--- src/rtl/dac_seq_pkg.sv ---
package dac_seq_pkg;

  typedef enum logic [2:0] {
    OP_WR_A   = 3'd0,
    OP_WR_B   = 3'd1,
    OP_WRLD_A = 3'd2,
    OP_WRLD_B = 3'd3,
    OP_LD_A   = 3'd4,
    OP_LD_B   = 3'd5,
    OP_LD_AB  = 3'd6,
    OP_RESET  = 3'd7
  } seqOp_t;

  // Strobes from the control FSM to the bus datapath
  typedef struct packed {
    logic busLoad;
    logic csFall;
    logic csRise;
    logic ldFallA;
    logic ldFallB;
    logic ldRise;
    logic rstFall;
    logic rstRise;
  } seqStrobe_t;

  // ceil(ns*1000/periodPs), never below one cycle
  function automatic int nsToCyc(input int ns, input int periodPs);
    int c;
    c = (ns * 1000 + periodPs - 1) / periodPs;
    return (c < 1) ? 1 : c;
  endfunction

  function automatic int maxInt(input int a, input int b);
    return (a > b) ? a : b;
  endfunction

endpackage

--- src/rtl/dac_seq_ctrl.sv ---
module dac_seq_ctrl
  import dac_seq_pkg::*;
#(
  parameter int CS_CYC  = 12,
  parameter int DH_CYC  = 5,
  parameter int PLD_CYC = 5,
  parameter int LDW_CYC = 8,
  parameter int LDH_CYC = 3,
  parameter int RST_CYC = 10
) (
  input  logic       clk,
  input  logic       rst_n,
  input  logic       cmdValid,
  input  logic [2:0] cmdOp,
  output logic       cmdReady,
  output seqStrobe_t stb
);

  localparam int MAX_CYC = maxInt(maxInt(maxInt(CS_CYC, DH_CYC), maxInt(PLD_CYC, LDW_CYC)),
                                  maxInt(LDH_CYC, RST_CYC));
  localparam int CNT_W = $clog2(MAX_CYC + 1);

  typedef enum logic [2:0] {
    ST_IDLE, ST_CSLOW, ST_POSTCS, ST_LDLOW, ST_LDGAP, ST_RSTLOW
  } seqState_t;

  seqState_t  state, stateNxt;
  logic [CNT_W-1:0] cnt, cntNxt;
  logic wantLoad, wantLoadNxt;
  logic selA, selANxt, selB, selBNxt;
  seqOp_t op;

  assign op       = seqOp_t'(cmdOp);
  assign cmdReady = (state == ST_IDLE);

  always_comb begin
    stb         = '0;
    stateNxt    = state;
    cntNxt      = cnt;
    wantLoadNxt = wantLoad;
    selANxt     = selA;
    selBNxt     = selB;
    unique case (state)
      ST_IDLE: begin
        if (cmdValid) begin
          unique case (op)
            OP_WR_A, OP_WR_B, OP_WRLD_A, OP_WRLD_B: begin
              stb.busLoad = 1'b1;
              stb.csFall  = 1'b1;
              cntNxt      = CNT_W'(CS_CYC - 1);
              wantLoadNxt = (op == OP_WRLD_A) || (op == OP_WRLD_B);
              selANxt     = (op == OP_WRLD_A);
              selBNxt     = (op == OP_WRLD_B);
              stateNxt    = ST_CSLOW;
            end
            OP_LD_A, OP_LD_B, OP_LD_AB: begin
              stb.ldFallA = (op != OP_LD_B);
              stb.ldFallB = (op != OP_LD_A);
              cntNxt      = CNT_W'(LDW_CYC - 1);
              stateNxt    = ST_LDLOW;
            end
            default: begin
              stb.rstFall = 1'b1;
              cntNxt      = CNT_W'(RST_CYC - 1);
              stateNxt    = ST_RSTLOW;
            end
          endcase
        end
      end
      ST_CSLOW: begin
        if (cnt == '0) begin
          stb.csRise = 1'b1;
          cntNxt     = wantLoad ? CNT_W'(PLD_CYC - 1) : CNT_W'(DH_CYC - 1);
          stateNxt   = ST_POSTCS;
        end else begin
          cntNxt = cnt - 1'b1;
        end
      end
      ST_POSTCS: begin
        if (cnt == '0) begin
          if (wantLoad) begin
            stb.ldFallA = selA;
            stb.ldFallB = selB;
            cntNxt      = CNT_W'(LDW_CYC - 1);
            stateNxt    = ST_LDLOW;
          end else begin
            stateNxt = ST_IDLE;
          end
        end else begin
          cntNxt = cnt - 1'b1;
        end
      end
      ST_LDLOW: begin
        if (cnt == '0) begin
          stb.ldRise = 1'b1;
          cntNxt     = CNT_W'(LDH_CYC - 1);
          stateNxt   = ST_LDGAP;
        end else begin
          cntNxt = cnt - 1'b1;
        end
      end
      ST_LDGAP: begin
        if (cnt == '0) stateNxt = ST_IDLE;
        else           cntNxt   = cnt - 1'b1;
      end
      ST_RSTLOW: begin
        if (cnt == '0) begin
          stb.rstRise = 1'b1;
          stateNxt    = ST_IDLE;
        end else begin
          cntNxt = cnt - 1'b1;
        end
      end
      default: stateNxt = ST_IDLE;
    endcase
  end

  always_ff @(posedge clk) begin
    if (!rst_n) begin
      state    <= ST_IDLE;
      cnt      <= '0;
      wantLoad <= 1'b0;
      selA     <= 1'b0;
      selB     <= 1'b0;
    end else begin
      state    <= stateNxt;
      cnt      <= cntNxt;
      wantLoad <= wantLoadNxt;
      selA     <= selANxt;
      selB     <= selBNxt;
    end
  end

endmodule

--- src/rtl/dac_seq_dpath.sv ---
module dac_seq_dpath
  import dac_seq_pkg::*;
#(
  parameter int DATA_W = 12
) (
  input  logic              clk,
  input  logic              rst_n,
  input  seqStrobe_t        stb,
  input  logic [DATA_W-1:0] cmdData,
  input  logic              cmdSel,
  output logic [DATA_W-1:0] dacData,
  output logic              dacSel,
  output logic              dacCsN,
  output logic              dacLdAN,
  output logic              dacLdBN,
  output logic              dacRstN
);

  always_ff @(posedge clk) begin
    if (!rst_n) begin
      dacData <= '0;
      dacSel  <= 1'b0;
    end else if (stb.busLoad) begin
      dacData <= cmdData;
      dacSel  <= cmdSel;
    end
  end

  always_ff @(posedge clk) begin
    if (!rst_n) begin
      dacCsN  <= 1'b1;
      dacLdAN <= 1'b1;
      dacLdBN <= 1'b1;
      dacRstN <= 1'b1;
    end else begin
      if (stb.csFall)       dacCsN <= 1'b0;
      else if (stb.csRise)  dacCsN <= 1'b1;
      if (stb.ldFallA)      dacLdAN <= 1'b0;
      else if (stb.ldRise)  dacLdAN <= 1'b1;
      if (stb.ldFallB)      dacLdBN <= 1'b0;
      else if (stb.ldRise)  dacLdBN <= 1'b1;
      if (stb.rstFall)      dacRstN <= 1'b0;
      else if (stb.rstRise) dacRstN <= 1'b1;
    end
  end

endmodule

--- src/rtl/dac_bus_sequencer.sv ---
module dac_bus_sequencer
  import dac_seq_pkg::*;
#(
  parameter int DATA_W        = 12,
  parameter int CLK_PERIOD_PS = 4000,
  parameter bit HIGH_SUPPLY   = 1'b0
) (
  input  logic              clk,
  input  logic              rst_n,
  input  logic              cmdValid,
  output logic              cmdReady,
  input  logic [2:0]        cmdOp,
  input  logic [DATA_W-1:0] cmdData,
  output logic [DATA_W-1:0] dacData,
  output logic              dacSel,
  output logic              dacCsN,
  output logic              dacLdAN,
  output logic              dacLdBN,
  output logic              dacRstN
);

  // Interface minimums in ns, chosen by supply set
  localparam int CSW_NS  = HIGH_SUPPLY ? 35 : 45;
  localparam int ASU_NS  = HIGH_SUPPLY ? 15 : 30;
  localparam int DSU_NS  = HIGH_SUPPLY ? 15 : 30;
  localparam int DHO_NS  = HIGH_SUPPLY ? 10 : 20;
  localparam int LSU_NS  = 20;
  localparam int LHO_NS  = 10;
  localparam int LDW_NS  = 30;
  localparam int RSW_NS  = HIGH_SUPPLY ? 30 : 40;

  localparam int CS_CYC  = maxInt(nsToCyc(CSW_NS, CLK_PERIOD_PS),
                                  maxInt(nsToCyc(ASU_NS, CLK_PERIOD_PS),
                                         nsToCyc(DSU_NS, CLK_PERIOD_PS)));
  localparam int DH_CYC  = nsToCyc(DHO_NS, CLK_PERIOD_PS);
  localparam int PLD_CYC = maxInt(DH_CYC, nsToCyc(LSU_NS, CLK_PERIOD_PS));
  localparam int LDW_CYC = nsToCyc(LDW_NS, CLK_PERIOD_PS);
  localparam int LDH_CYC = nsToCyc(LHO_NS, CLK_PERIOD_PS);
  localparam int RST_CYC = nsToCyc(RSW_NS, CLK_PERIOD_PS);

  seqStrobe_t stb;

  dac_seq_ctrl #(
    .CS_CYC (CS_CYC),
    .DH_CYC (DH_CYC),
    .PLD_CYC(PLD_CYC),
    .LDW_CYC(LDW_CYC),
    .LDH_CYC(LDH_CYC),
    .RST_CYC(RST_CYC)
  ) u_ctrl (
    .clk     (clk),
    .rst_n   (rst_n),
    .cmdValid(cmdValid),
    .cmdOp   (cmdOp),
    .cmdReady(cmdReady),
    .stb     (stb)
  );

  dac_seq_dpath #(
    .DATA_W(DATA_W)
  ) u_dpath (
    .clk    (clk),
    .rst_n  (rst_n),
    .stb    (stb),
    .cmdData(cmdData),
    .cmdSel (cmdOp[0]),
    .dacData(dacData),
    .dacSel (dacSel),
    .dacCsN (dacCsN),
    .dacLdAN(dacLdAN),
    .dacLdBN(dacLdBN),
    .dacRstN(dacRstN)
  );

endmodule

--- config.mk ---
export PLATFORM = sky130hd
export DESIGN_NAME = dac_bus_sequencer
export DESIGN_NICKNAME = d
export VERILOG_FILES = /design/src/rtl/dac_seq_pkg.sv /design/src/rtl/dac_seq_ctrl.sv /design/src/rtl/dac_seq_dpath.sv /design/src/rtl/dac_bus_sequencer.sv
export SDC_FILE = /design/constraint.sdc
export NUM_CORES = 1
export LEC_CHECK = 0
export ABC_AREA = 1
export BUFFER_PORTS_ARGS = -buffer_cell sky130_fd_sc_hd__buf_2
export CAP_MARGIN = 30
export CORE_UTILIZATION = 57
export DETAILED_ROUTE_END_ITERATION = 7
export GPL_TIMING_DRIVEN = 0
export PLACE_DENSITY = 0.85
export REMOVE_ABC_BUFFERS = 1
export SYNTH_ARGS = -nofsm -noshare
export SYNTH_HDL_FRONTEND = slang
export SYNTH_HIERARCHICAL = 1
export SYNTH_SLANG_ARGS = --single-unit
--- constraint.sdc ---
create_clock -name clk -period 3.77 [get_ports clk]
set_clock_uncertainty 0.15 [all_clocks]
set_input_delay 0.1885 -clock clk [delete_from_list [all_inputs] [get_ports clk]]
set_output_delay 0.1885 -clock clk [all_outputs]
set_load 0.05 [all_outputs]
==> summary.txt, run 1 <==
STA
  • RSZ-0062 raised after global routing: no
  • Period utilisation layout: 54.56%
  • Final worst path period need: 2.057 ns
  • Endpoints failing setup: 0
  • Final TNS setup: 0 ns
  • Fmax: 486.1 MHz
  • Final Hold Fails: 0
  • Pins Over Slew Limit: 0
  • Rel. slew slack: 49.64%
  • Worst Max-Slew Pin Slew: 0.7546 ns

CTS
  • CTS tree: done
  • Cts-stage hold buffer count: 12
  • # resized after CTS: 0
  • Clock tree buffer depth: 2
  • Clk root buf: clkbuf_4
  • Post-CTS setup buffer count: 0
  • Clock sink total: 27
  • Clk_lat worst skew: 0.33 ns
  • Num CTS Buffers: 3
  • Htree depth: 1
  • Clock slew at reported path FFs: 0.16 ns

Global routing
  • First-pass GRT wire length: 5382 um
  • Met1 usage: 32.35%
  • Vias in the first global route: 1278
  • Initial antenna violation count: 0
  • Grt total ovfl: 0
  • Grt met2 use: 44.86%
  • Largest net degree at the start of global routing: 28
  • Grt peak-use layer: met2
  • Met3 global-route usage: 5.367%
  • Total GRT Usage: 25.56%

Pwr
  • Sw frac: 51.21%
  • Peak supply drop: 544.5 uV
  • Reg power frac: 31.6%
  • Gate power share: 57.7%
  • LEAKAGE: 0.9567 nW
  • Sw Pwr: 0.6516 mW
  • P_int: 0.6209 mW
  • Power Density: 696.1 nW/um^2
  • Clock Power Share: 10.7%

Routing
  • Drt total wl: 3282 um
  • WL per Instance: 10.73 um
  • DRT antenna net count: 0
  • DR vias: 1497
  • DRC viols: 0
  • Drt via density: 4.892
  • DR iter-0 viols: 45
  • DR pass1 iterations: 4

Critical path
  • Required time worst endpoint: 3.87 ns
  • Crit start category: flop
  • Crit-path max FO: 27
  • WP data arrival: 2.15 ns
  • WS Path Type: reg2reg
  • Crit end category: flop

Placement
  • Routability cong.: 0.9257
  • Post-DP HPWL: 2162 um
  • Post-place instance area: 1677 sq um
  • Port Buffers: 35

Cells and area
  • Layout cells sized above 1: 21.74%
  • Area growth, synth to finish: 18.97%
  • Final net count: 299
  • N_diodes: 0
  • Final instance area: 1828 sq um

Synth
  • Post-synthesis async set-or-reset flop share: 0%
  • Post-synthesis sequential area ratio: 35.18%
  • Yosys Warn Count: 6
  • Post-synth EDFFs: 0
  • Syn_area_per_cell: 6.623 sq um
  • Synth cell types: 31
  • Yosys reg bits: 27
  • Post-Synthesis Cells: 232
  • Top FF cell, synth: dfxtp_1
  • Syn Std Cell Area: 1536 sq um

Floorplan
  • I/O pin total: 36
  • Die H: 53.92 um
  • Core area: 2522 sq um
  • Die X: 53.92 um
  • Row cnt: 18
  • Die Area: 2907 sq um
  • Initial Utilization: 60.91%

Min path
  • Hold crit path type: in2reg

Job
  • Max_cap viols: 0

Outcome
  • Status: finished clean
## cell usage in the layout, fill, tap and decap left out, types with 2 or more instances in the layout
cell type       n
nand2_1        63
nor2_1         40
buf_2          35
dfxtp_1        27
inv_1          26
nand3_1        14
dlygate4sd3_1  12
a21oi_1        10
o21ai_0         7
inv_2           6
nor3_1          4
ha_1            4
clkbuf_4        3
nand2_2         3
inv_6           2
nand3_2         2
nand4_1         2
o22ai_1         2
nand2_4         2
o21ai_1         2
## sequential cells by signal (all words and copies together), names as in the netlist
signal           flops
u_ctrl/wantLoad      1
u_ctrl/state         3
u_dpath/dacSel       1
u_ctrl/selB          1
u_ctrl/selA          1
u_dpath/dacLdAN      1
u_dpath/dacCsN       1
u_dpath/dacRstN      1
u_dpath/dacLdBN      1
u_dpath/dacData     12
u_ctrl/cnt           4
## cells by family after synthesis
| family | count (synthesis) | synth area share (%) |
|---|---|---|
| AND/OR/NAND/NOR | 136 | 39.33 |
| AO/OA/AOI/OAI | 23 | 8.143 |
| XOR/XNOR | 1 | 0.5701 |
| flip-flops | 27 | 35.18 |
| buffers and inverters | 41 | 13.52 |
| adder cells (fa/ha/maj) | 4 | 3.257 |
## power by group through the flow
stage               combinational (mW)  sequential (mW)  clock, mW
global placement                 0.704            0.406          0
CTS                              0.728            0.401      0.138
floorplan                        0.477            0.508          0
global route                     0.815            0.412      0.150
detailed placement               0.712            0.407          0
finish                           0.734            0.402      0.136
## Yosys cell counts (3+ instances only)
| cell type | count | area, sq um |
|---|---|---|
| a21oi_1 | 10 | 50.05 |
| buf_6 | 4 | 45.04 |
| dfxtp_1 | 27 | 540.5 |
| ha_1 | 4 | 50.05 |
| inv_1 | 26 | 97.59 |
| inv_2 | 6 | 22.52 |
| nand2_1 | 63 | 236.5 |
| nand2_2 | 3 | 18.77 |
| nand3_1 | 14 | 70.07 |
| nor2_1 | 40 | 150.1 |
| nor3_1 | 4 | 20.02 |
| o21ai_0 | 7 | 35.03 |
## critical path: stages (launching register included)
cell and delay, ns:
dfxtp_1 0.46, inv_6 0.11, nand3_4 0.10, inv_4 0.10, nand2_1 0.13, inv_1 0.59
nand2_1 0.16, nand2_1 0.12, nor2_1 0.04
## layout make-up
type	count	area [sq um]
timing repair buffer	47	295.3
clock inverter	1	8.758
tap	30	37.54
fill	199	694.4
clock buffer	3	22.52
multi-input combinational	164	788.3
inverter	34	135.1
sequential	27	540.5
## routing by layer
| layer | share of wire, % | wire, um |
|---|---|---|
| met1 | 45 | 1468 |
| met2 | 50 | 1652 |
| met3 | 4.3 | 142 |
| met4 | 0.58 | 19 |
| met5 | 0 | 0 |
## per-stage QoR
step	cells	setup slack (ns)	hold slack (ns)	utilization [%]	power [mW]
3_3_place_gp	290	1.773	0.2973	66.47	1.110
3_5_place_dp	290	1.750	0.3089	66.47	1.119
5_1_grt	306	1.569	0.01643	72.47	1.377
2_1_floorplan	225	2.009	0.1147	-	0.9849
6_report	306	1.713	0.02935	72.47	1.272
4_1_cts	306	1.809	0.01885	72.47	1.268
## path summary, 6_finish.rpt
| kind | from | end | slack [ns] | cells after the start |
|---|---|---|---|---|
| setup / recovery | u_ctrl/state[1] | u_dpath/dacData[4] | 1.71 | 8 |
| hold / removal | cmdOp[0] | u_dpath/dacSel | 0.03 | 5 |
| setup reg to reg | u_ctrl/state[1] | u_dpath/dacData[4] | 1.71 | 8 |
| hold reg to reg | u_ctrl/selB | u_ctrl/selB | 0.32 | 2 |
(Power assumes the default switching activity.)
==> run 2, diff against run 1 <==
Settings changed: CORE_UTILIZATION 57 to 53, PLACE_DENSITY 0.85 to 0.8.
Clock period 3.77 ns to 1.95 ns, I/O delays scaled along.
==> run 2 against run 1 <==
Flip-flop and latch count unchanged. Register-to-register slack got worse by 1.6 ns. Sequential power increased by 95%. Non-clock buffer count increased by 5. Hold slack got worse by 0.014 ns. Largest power group unchanged.
==> summary.txt, run 2 (synthesis gave the netlist of run 1 again) <==
Critical path
  • Setup crit start: u_ctrl/state[0]
  • Crit-path max FO: 9
  • CP peak stage delay: 0.43 ns
  • CP Buf/Inv Count: 4
  • CP delay by family, top: simple AND/OR/NAND/NOR gates
  • Critical R2R Launch: u_ctrl/state[0]
  • CP max-delay cell: dfxtp_1
  • Critical Path Sink: u_dpath/dacData[10]
  • Reg2reg end: u_dpath/dacData[10]
  • CP Depth: 9
  • Crit start category: flop
  • CP cell instances: inv_2, nand3_4, inv_4, nand2_1, clkinvlp_4, buf_4, nand2_1, nand2_1, nor2_1
  • Flop2flop setup slack: 0.14 ns
  • WP data arrival: 1.93 ns
  • Required time worst endpoint: 2.07 ns
  • CP dominant cell by count: nand2_1
  • WS Path Type: reg2reg
  • Crit end category: flop
  • Worst reg-to-reg path cell count: 9

Global routing
  • Initial antenna violation count: 0
  • Met1 usage: 31.37%
  • Vias in the first global route: 1437
  • First-pass GRT wire length: 6237 um
  • Grt met2 use: 43.55%
  • Met3 global-route usage: 3.023%
  • Total GRT Usage: 24.74%
  • Grt peak-use layer: met2
  • Largest net degree at the start of global routing: 24
  • Grt total ovfl: 0

Cells and area
  • Most common cell after layout, fill and taps aside: nand2_1
  • Most flop-heavy register: u_dpath/dacData
  • Biggest regs: u_dpath/dacData x12, u_ctrl/cnt x4, u_ctrl/state x3
  • Layout Cells excl Fill: 313
  • Final instance area: 1883 sq um
  • Max reg flops: 12
  • Layout cells sized above 1: 23.40%
  • Final Core Density: 68.28%
  • Area growth, synth to finish: 22.56%
  • Commonest non-fill, non-tap cells in the layout: nand2_1, nor2_1, buf_2, dfxtp_1, inv_1
  • Final net count: 305
  • N_diodes: 0

Placement
  • Post-DP HPWL: 2313 um
  • Routability cong.: 0.9172
  • Port Buffers: 35
  • Inst Count DP: 291
  • Post-place instance area: 1678 sq um
  • DP Worst Slack: -0.08253 ns

Routing
  • Drt via density: 4.952
  • DRC viols: 0
  • DRT antenna net count: 0
  • DR vias: 1550
  • Drt total wl: 3655 um
  • DR iter-0 viols: 55
  • WL per Instance: 11.68 um
  • DR pass1 iterations: 4

STA
  • Final TNS setup: 0 ns
  • Final Hold Fails: 0
  • Final worst setup slack: 0.1407 ns
  • Pins Over Slew Limit: 0
  • RSZ-0062 raised after global routing: no
  • Final worst path period need: 1.809 ns
  • Worst Max-Slew Pin Slew: 0.4216 ns
  • Final hold slack: 0.01505 ns
  • Fmax: 552.7 MHz
  • Rel. slew slack: 71.89%
  • Endpoints failing setup: 0
  • Period utilisation layout: 92.78%

Pwr
  • Peak supply drop: 764.9 uV
  • LEAKAGE: 0.9680 nW
  • Power Density: 1325 nW/um^2
  • Design Power: 2.496 mW

CTS
  • Num CTS Buffers: 3
  • Clk root buf: clkbuf_4
  • Clock slew at reported path FFs: 0.16 ns
  • CTS tree: done
  • Clk_lat worst skew: 0.33 ns
  • Htree depth: 1
  • Clock tree buffer depth: 2
  • Clock sink total: 27

Floorplan
  • Initial Utilization: 55.72%
  • Die H: 55.84 um
  • Die X: 55.84 um
  • Core area: 2758 sq um
  • I/O pin total: 36
  • Die Area: 3118 sq um
  • Row cnt: 19

Outcome
  • Status: finished clean

Job
  • Max_cap viols: 0

Min path
  • Hold crit path type: in2reg
  • HP Start: cmdOp[2]
[run 2: worst register-to-register path, stage by stage, from the launching register on]
cell and delay (ns):
dfxtp_1 0.43, inv_2 0.10, nand3_4 0.13, inv_4 0.06, nand2_1 0.29, clkinvlp_4 0.18, buf_4 0.19, nand2_1 0.07
nand2_1 0.05, nor2_1 0.12
[run 2: final cells by class]
type	count	area [sq um]
Timing Repair Buffer	52	337.8
Fill cell	230	874.6
Timing Repair inverter	1	7.507
Clock buffer	3	22.52
Clock inverter	1	7.507
Inverter	34	138.9
Multi-Input combinational cell	164	788.3
Sequential cell	27	541.8
Tap cell	31	38.79
[run 2: worst min path at each step]
stage | end | cells past startpoint
finish | u_ctrl/selA | 4
global route | u_ctrl/selB | 4
CTS | u_dpath/dacCsN | 2
detailed placement | u_dpath/dacData[6] | 5
global placement | u_dpath/dacData[8] | 5
floorplan | u_dpath/dacCsN | 1
[run 2: per-layer routing]
layer,vias up,wire length [um]
li1,817,-
met2,27,1825
met1,698,1691
met3,8,80
met5,-,0
met4,0,57
[run 2: repair_timing]
action | 4_1_cts | 5_1_grt
gates cloned | 1 | 0
gates resized for setup | 2 | 1
hold buffers | 13 | 1
pin swaps | 0 | 0
setup buffers | 2 | 1
endpoints found under the hold margin | 13 | 1
setup endpoints to repair | 14 | 14
[run 2: power breakdown]
group,total (mW),internal (mW),switching (mW)
Combinational,1.46,0.456,1.00
Sequential,0.782,0.681,0.101
Clock,0.256,0.0784,0.177
==> run 3, diff against run 2 <==
Settings changed: SETUP_SLACK_MARGIN set to 0.4.
==> run 3 against run 2 <==
Clock power about the same. Final cell count up 1.6%. Final area up 6.5%. Global-route usage up 1.2 points. Maximum frequency up 17%. Worst setup slack better by 0.26 ns. Power up 12%. First-iteration DRC count down 20%. Critical path type unchanged. Largest cell class unchanged.
==> summary.txt, run 3 (synthesis gave the netlist of run 1 again) <==
Global routing
  • Met3 global-route usage: 3.721%
  • Met1 usage: 31.96%
  • Grt met2 use: 45.78%
  • Total GRT Usage: 25.92%
  • First-pass GRT wire length: 6520 um
  • Grt peak-use layer: met2
  • Vias in the first global route: 1495
  • Largest net degree at the start of global routing: 24
  • Initial antenna violation count: 0
  • Grt total ovfl: 0

STA
  • Fmax: 645.0 MHz
  • Final worst setup slack: 0.3997 ns
  • Period utilisation layout: 79.50%
  • Endpoints failing setup: 0
  • Final hold slack: 0.01030 ns
  • Final Hold Fails: 0
  • Final worst path period need: 1.550 ns
  • RSZ-0062 raised after global routing: yes
  • Worst Max-Slew Pin Slew: 0.4234 ns
  • Pins Over Slew Limit: 0
  • Rel. slew slack: 71.77%

Placement
  • Post-DP HPWL: 2313 um
  • Post-place instance area: 1678 sq um
  • DP Worst Slack: -0.08253 ns
  • Inst Count DP: 291
  • Port Buffers: 35
  • Routability cong.: 0.9172

Routing
  • DR iter-0 viols: 44
  • DR pass1 iterations: 4
  • DRT antenna net count: 0
  • DR vias: 1630
  • WL per Instance: 12.44 um
  • Drt via density: 5.126
  • Drt total wl: 3955 um
  • DRC viols: 0

Pwr
  • Sw frac: 51.03%
  • Sw Pwr: 1.432 mW
  • LEAKAGE: 1.008 nW
  • Power Density: 1399 nW/um^2
  • Clock Power Share: 9.2%
  • Peak supply drop: 871.1 uV
  • Gate power share: 62.3%
  • P_int: 1.374 mW
  • Reg power frac: 28.6%

Critical path
  • WP data arrival: 1.65 ns
  • CP peak stage delay: 0.36 ns
  • Crit-path max FO: 5
  • CP dominant cell by count: nor2_1
  • WS Path Type: reg2reg
  • CP max-delay cell: dfxtp_2
  • Crit start category: flop
  • CP cell instances: inv_2, ha_4, nand2_2, nor2_4, nand2_2, a21oi_2, nor2_1, nor2_1, nor2_1
  • Crit end category: flop
  • Required time worst endpoint: 2.05 ns

Outcome
  • Status: finished clean

CTS
  • Clock slew at reported path FFs: 0.16 ns
  • Clock tree buffer depth: 2
  • Clk root buf: clkbuf_4
  • Htree depth: 1
  • Num CTS Buffers: 3
  • Clock sink total: 27
  • Cts-stage hold buffer count: 13
  • Clk_lat worst skew: 0.33 ns
  • CTS tree: done

Cells and area
  • Layout Cells excl Fill: 318
  • Most common cell after layout, fill and taps aside: nand2_1
  • Biggest regs: u_dpath/dacData x12, u_ctrl/cnt x4, u_ctrl/state x3
  • Final Core Density: 72.73%
  • Area growth, synth to finish: 30.54%
  • Max reg flops: 12
  • Most flop-heavy register: u_dpath/dacData
  • Layout cells sized above 1: 29.62%
  • Commonest non-fill, non-tap cells in the layout: nand2_1, nor2_1, buf_2, inv_1, dfxtp_1
  • Final instance area: 2006 sq um
  • N_diodes: 0
  • Final net count: 310

Floorplan
  • Initial Utilization: 55.72%
  • I/O pin total: 36
  • Core area: 2758 sq um
  • Die X: 55.84 um
  • Die Area: 3118 sq um
  • Row cnt: 19
  • Die H: 55.84 um

Job
  • Max_cap viols: 0

Min path
  • Hold crit path type: in2reg
[run 3: cell count changes in the layout (fill, tap and decap cells not counted), sizes merged]
cell         change
buf              +6
dlygate4sd3      -1
[run 3: repair_timing]
item                       CTS  global route
pin swaps                    1             3
cloned                       1             0
hold endpoints to repair    13             1
gates resized for setup     13            17
buffers inserted             5             4
setup endpoints to repair   23            21
[run 3: final cells by class]
cell class | instances | area, sq um
sequential | 27 | 551.8
timing repair inverter | 1 | 7.507
clock inverter | 1 | 7.507
tap | 31 | 38.79
fill | 205 | 752.0
multi-input combinational | 164 | 849.6
clock buffer | 3 | 22.52
inverter | 34 | 148.9
timing repair buffer | 57 | 379.1
[run 3: worst max-delay path, delay by kind of cell (launching register included)]
kind / cells / cell delay [ns]
AO/OA/AOI/OAI: 1 / 0.14
adder cells (fa/ha/maj): 1 / 0.17
buffers and inverters: 1 / 0.09
flip-flops: 1 / 0.36
AND/OR/NAND/NOR: 6 / 0.57
[run 3: worst paths after layout]
kind | start | end | slack, ns | cells past startpoint
worst min register to register | u_ctrl/selB | u_ctrl/selB | 0.32 | 2
worst max-delay path | u_ctrl/cnt[1] | u_ctrl/cnt[2] | 0.40 | 9
worst max register to register | u_ctrl/cnt[1] | u_ctrl/cnt[2] | 0.40 | 9
worst min-delay path | rst_n | u_dpath/dacCsN | 0.01 | 2
[run 3: through the flow]
stage	total power, mW	TNS [ns]
6_report	2.805	0
5_1_grt	3.004	0
4_1_cts	2.570	0
3_5_place_dp	2.171	-0.8544
3_3_place_gp	2.152	-0.07589
2_1_floorplan	1.904	0
[run 3: power groups by stage]
stage	sequential [mW]	combinational (mW)	clock, mW
2_1_floorplan	0.982	0.922	0
6_report	0.802	1.75	0.257
3_3_place_gp	0.786	1.37	0
4_1_cts	0.781	1.53	0.261
5_1_grt	0.824	1.89	0.286
3_5_place_dp	0.788	1.38	0
[run 3: metal layers]
layer / up-vias / part of all wire, %
met1: 744 / 42
met5: - / 0
met3: 10 / 3.8
met2: 49 / 52
met4: 0 / 2.1
li1: 827 / -
